**src/rtl/pair_grouper.sv**
```systemverilog
module pair_grouper #(
  parameter int IW     = 32,
  parameter int QDEPTH = 4
) (
  input  logic          clk,
  input  logic          rst_n,
  input  logic          in_valid,
  output logic          in_ready,
  input  logic [2:0]    in_cls,
  input  logic [IW-1:0] in_word,
  output logic          out_valid,
  input  logic          out_ready,
  output logic [1:0]    out_tag,
  output logic [IW-1:0] out_slot0,
  output logic [IW-1:0] out_slot1,
  output logic          q_full
);
  localparam int AW = (QDEPTH > 2) ? $clog2(QDEPTH) : 1;
  localparam int CW = $clog2(QDEPTH + 1);
  localparam logic [1:0] K_SINGLE = 2'd0;
  localparam logic [1:0] K_PAIR   = 2'd1;
  localparam logic [1:0] K_STATIC = 2'd2;

  logic          hold_v, hold_age;
  logic [IW-1:0] hold_w;
  logic [1:0]    q_tag [QDEPTH];
  logic [IW-1:0] q_s0  [QDEPTH];
  logic [IW-1:0] q_s1  [QDEPTH];
  logic [AW-1:0] rp, wp;
  logic [CW-1:0] cnt;

  logic          push, pop, take, hold_load, hold_clr;
  logic [1:0]    p_tag;
  logic [IW-1:0] p_s0, p_s1;

  wire is_mem = (in_cls == 3'd0);
  wire is_alu = (in_cls == 3'd1);
  wire is_st  = (in_cls == 3'd4);
  wire full   = (cnt == CW'(QDEPTH));

  assign in_ready  = hold_v ? (!full && (is_mem || is_alu)) : (is_mem || !full);
  assign take      = in_valid && in_ready;
  assign out_valid = (cnt != '0);
  assign pop       = out_valid && out_ready;
  assign q_full    = full;
  assign out_tag   = q_tag[rp];
  assign out_slot0 = q_s0[rp];
  assign out_slot1 = q_s1[rp];

  always_comb begin
    push      = 1'b0;
    hold_load = 1'b0;
    hold_clr  = 1'b0;
    p_tag     = K_SINGLE;
    p_s0      = in_word;
    p_s1      = '0;
    if (hold_v) begin
      if (in_valid && !full) begin
        push = 1'b1;
        p_s0 = hold_w;
        if (is_alu) begin
          p_tag    = K_PAIR;
          p_s1     = in_word;
          hold_clr = 1'b1;
        end else if (is_mem) begin
          hold_load = 1'b1;
        end else begin
          hold_clr = 1'b1;
        end
      end else if (!in_valid && hold_age && !full) begin
        push     = 1'b1;
        p_s0     = hold_w;
        hold_clr = 1'b1;
      end
    end else if (take) begin
      if (is_mem) hold_load = 1'b1;
      else begin
        push  = 1'b1;
        p_tag = is_st ? K_STATIC : K_SINGLE;
      end
    end
  end

  always_ff @(posedge clk) begin
    if (!rst_n) begin
      hold_v   <= 1'b0;
      hold_age <= 1'b0;
      hold_w   <= '0;
    end else if (hold_load) begin
      hold_v   <= 1'b1;
      hold_age <= 1'b0;
      hold_w   <= in_word;
    end else if (hold_clr) begin
      hold_v   <= 1'b0;
      hold_age <= 1'b0;
    end else if (hold_v && !in_valid) begin
      hold_age <= 1'b1;
    end
  end

  always_ff @(posedge clk) begin
    if (!rst_n) begin
      rp  <= '0;
      wp  <= '0;
      cnt <= '0;
    end else begin
      if (push) begin
        q_tag[wp] <= p_tag;
        q_s0[wp]  <= p_s0;
        q_s1[wp]  <= p_s1;
        wp <= (wp == AW'(QDEPTH - 1)) ? '0 : wp + 1'b1;
      end
      if (pop) rp <= (rp == AW'(QDEPTH - 1)) ? '0 : rp + 1'b1;
      case ({push, pop})
        2'b10:   cnt <= cnt + 1'b1;
        2'b01:   cnt <= cnt - 1'b1;
        default: cnt <= cnt;
      endcase
    end
  end

  AST_NO_OVERFLOW: assert property (@(posedge clk) disable iff (!rst_n)
    cnt <= CW'(QDEPTH));
  AST_FULL_HAS_OUT: assert property (@(posedge clk) disable iff (!rst_n)
    q_full |-> out_valid);
  AST_HOLD_BOUND: assert property (@(posedge clk) disable iff (!rst_n)
    hold_v && hold_age && !in_valid && !full |=> !hold_v);
  AST_STALL_STABLE: assert property (@(posedge clk) disable iff (!rst_n)
    out_valid && !out_ready |=> out_valid && $stable(out_tag) && $stable(out_slot0) && $stable(out_slot1));
  AST_SINGLE_SLOT1: assert property (@(posedge clk) disable iff (!rst_n)
    out_valid && out_tag != K_PAIR |-> out_slot1 == '0);
  AST_LONE_CTRL: assert property (@(posedge clk) disable iff (!rst_n)
    in_valid && in_ready && (in_cls == 3'd2 || in_cls == 3'd3) |-> !hold_v);
endmodule

```
**config.mk**
```make
export PLATFORM = sky130hd
export DESIGN_NAME = pair_grouper
export DESIGN_NICKNAME = d
export VERILOG_FILES = /design/src/rtl/pair_grouper.sv
export SDC_FILE = /design/constraint.sdc
export NUM_CORES = 1
export LEC_CHECK = 0
export CAP_MARGIN = 20
export CORE_ASPECT_RATIO = 0.8
export CORE_MARGIN = 4
export CORE_UTILIZATION = 55
export DETAILED_ROUTE_END_ITERATION = 10
export GPL_TIMING_DRIVEN = 0
export PLACE_DENSITY = 0.85
export SYNTH_ARGS = -nofsm -noshare
export SYNTH_HDL_FRONTEND = slang
export SYNTH_SLANG_ARGS = --single-unit
```
**constraint.sdc**
```tcl
create_clock -name clk -period 5.65 [get_ports clk]
set_input_delay 0.8475 -clock clk [delete_from_list [all_inputs] [get_ports clk]]
set_output_delay 0.8475 -clock clk [all_outputs]
set_load 0.1 [all_outputs]
```
==> results.cfg <==
[clock_network]
cts_tree = built
clk_pin_slew_ns = 0.06
cts.path.max_buffers = 3
htree_levels = 1
postCtsSetupRepairBufs = 0
holdBufCountCts = 0
cts_inserted_buffers = 30
insertion_delay_ns = 0.54
clock_sinks = 307
root_buffer = clkbuf_16
post_cts_resized = 0

[setup_path]
end_kind = output port
cp_slowest_stage_delay_ns = 1.14
worstPathRequired_ns = 4.80
critPathKind = flip-flop to output port
cp_max_fo = 10
r2r-end = q_s1[2][19]$_DFFE_PP_
crit_family = buffers and inverters
critical_path_arrival_ns = 3.52
startpoint_type = flip-flop
ff2ff_path_depth = 5
path_buf_inv = 3
rrSetupSlack_ns = 2.79
cpMaxStageDelayCell = clkdlybuf4s50_1
cp_common_cell = clkbuf_1
timing.rr.start = hold_v$_SDFFE_PN0P_
crit_path_cell_trace = clkbuf_1, clkbuf_1, mux4_2, clkdlybuf4s50_1

[yosys]
ys_async_sr_fraction_pct = 0
synth-seq-cells = 307
yosys_most_used_dff = edfxtp_1
syn_nets = 674
yosysWarnings = 0
synth_area_mm2 = 0.0120
synth_edf_count = 264
syn_inst = 628
synthDistinctLibCells = 38
ys_seq_area_share_pct = 73.1
avgSynthCellArea_um2 = 19.2

[floorplan]
die_x_um = 173
num_rows = 48
fp.dieArea_mm2 = 0.0243
io_pins = 108
die_h_um = 140
core-area_mm2 = 0.0216
start_util_pct = 55.8

[placed_design]
gp_congestion = 0.748
place_area_mm2 = 0.0135
place_hpwl_mm = 16.1
portBuffers = 106

[route]
vias = 6352
routedWlPerCell_um = 23.4
ant_nets = 0
drcViolationCount = 0
vias_per_cell = 5.95
wirelength_mm = 25.0
first_pass_iters = 5
drtIter0Drc = 490

[run]
maxCapViolations = 0

[timing]
min_period_ns = 4.36
finalHoldViolCount = 0
worstMarginPinSlew_ns = 1.04
max_freq_mhz = 229
max-slew-margin-rel_pct = 30.5
maxSlewViolCount = 0
skew_ns = 0.00741
setup_viol = 0
fin_crit_sh_pct = 77.2
grt_setup_unrepaired = no
tns_ns = 0

[final_layout]
fin_area_mm2 = 0.0145
final_nets = 816
insertedDiodeCount = 0
areaGrowthSynthToFinish_pct = 20.8
drive_gt1_share_pct = 21.2

[power_and_ir_drop]
p_leak_nw = 4.65
vdd_drop_max_uv = 319
power_density_mw_per_mm2 = 475

[grt]
grt.total_usage_pct = 20.9
grt_pass1_vias = 6970
grt_max_degree = 41
grt_antenna_before_repair = 0
overflow = 0
grt_pass1_wl_mm = 39.4

[min_path]
hold_end = hold_w[24]$_SDFFE_PN0P_
hp-start = hold_w[24]$_SDFFE_PN0P_
worstHoldPathCells = 2
min_path_type = flip-flop to flip-flop

[status]
status = completed
[worst register-to-register path: cells and delay by family, from the launching register on]
family                 cells  cell delay [ns]
buffers and inverters      2             0.57
flip-flops                 1             0.35
AND/OR/NAND/NOR            2             1.51
AO/OA/AOI/OAI              1             0.10
[final cells by class]
class                           count  area [µm²]
Timing Repair Buffer              110        1150
Buffer                             33         179
Clock inverter                     15         163
Fill cell                        1337        7030
Multi-Input combinational cell    281        3060
Inverter                            7        26.3
Tap cell                          275         344
Sequential cell                   307        8790
Clock buffer                       40         830
[layout by cell type (no fill, tap or decap), types with 4 or more instances in the layout]
cell type	count
edfxtp_1	264
mux4_2	66
and3_4	4
buf_2	8
mux2i_1	35
clkdlybuf4s50_1	106
clkbuf_16	31
clkbuf_1	25
o21ai_0	5
ha_1	6
dfxtp_1	43
mux2_2	30
and2_1	34
nand2_1	71
buf_6	6
clkinv_2	4
inv_1	7
[Yosys cell counts (2+ instances only)]
library cell | number | share of area [%]
edfxtp_1 | 264 | 66
nand2_1 | 71 | 2.2
mux4_2 | 66 | 12
dfxtp_1 | 43 | 7.2
mux2i_1 | 35 | 2.9
and2_1 | 34 | 1.8
mux2_2 | 30 | 2.8
clkbuf_1 | 18 | 0.56
buf_2 | 8 | 0.33
inv_1 | 7 | 0.22
buf_6 | 6 | 0.56
ha_1 | 6 | 0.62
o21ai_0 | 5 | 0.21
and3_1 | 4 | 0.21
a21boi_0 | 3 | 0.19
or3_1 | 3 | 0.16
mux2_1 | 2 | 0.19
nor2b_1 | 2 | 0.10
nor4_1 | 2 | 0.10
[cell families (layout without fill, tap and decap cells)]
family                   Yosys count  after routing  share of synthesized area (%)
buffers and inverters             40            205                           1.71
XOR/XNOR                           2              2                          0.146
flip-flops                       307            307                           73.1
adder cells (fa/ha/maj)            7              7                          0.790
multiplexers                     133            133                           18.3
AND/OR/NAND/NOR                  125            125                           5.21
AO/OA/AOI/OAI                     14             14                          0.832
[worst max-delay path by stage]
stage	from	to	slack, ns	cells after the start
floorplan	in_cls[2]	in_ready	1.63	1
global placement	in_cls[1]	q_s1[3][23]$_DFFE_PP_	0.27	4
detailed placement	in_cls[2]	in_ready	1.73	4
CTS	flip-flop	out_slot0[30]	1.24	4
global route	flip-flop	out_slot0[30]	1.06	4
finish	flip-flop	out_slot0[30]	1.29	4
[through the flow]
stage	util, %	worst slack [ns]	hold slack, ns	instances	power [mW]
6_report	67.4	1.29	0.460	1068	6.90
5_1_grt	67.4	1.06	0.473	1068	7.12
4_1_cts	67.4	1.24	0.458	1068	6.95
3_5_place_dp	62.8	1.73	0.448	1013	4.98
3_3_place_gp	62.3	0.267	0.439	1009	4.95
2_1_floorplan	-	1.63	0.431	628	4.46
[registers in the layout, summed over array words and instances (netlist names), named ones only]
name	cells
rp	2
hold_v	1
cnt	3
q_s1	128
q_tag	8
wp	2
hold_age	1
q_s0	128
hold_w	32
[power breakdown]
group / switching, mW / total (mW) / internal, mW
combinational: 1.68 / 2.32 / 0.638
sequential: 0.0446 / 2.61 / 2.57
clock: 0.807 / 1.98 / 1.17
total: 2.53 / 6.90 / 4.37
[per-layer routing]
layer / global-route usage, % / wire length, µm / part of all wire (%)
met1: 28.0 / 10000 / 40
met2: 35.4 / 12600 / 50
met3: 4.61 / 1850 / 7.4
met4: 5.33 / 563 / 2.3
met5: 0 / 0 / 0
(Power assumes the default switching activity.)
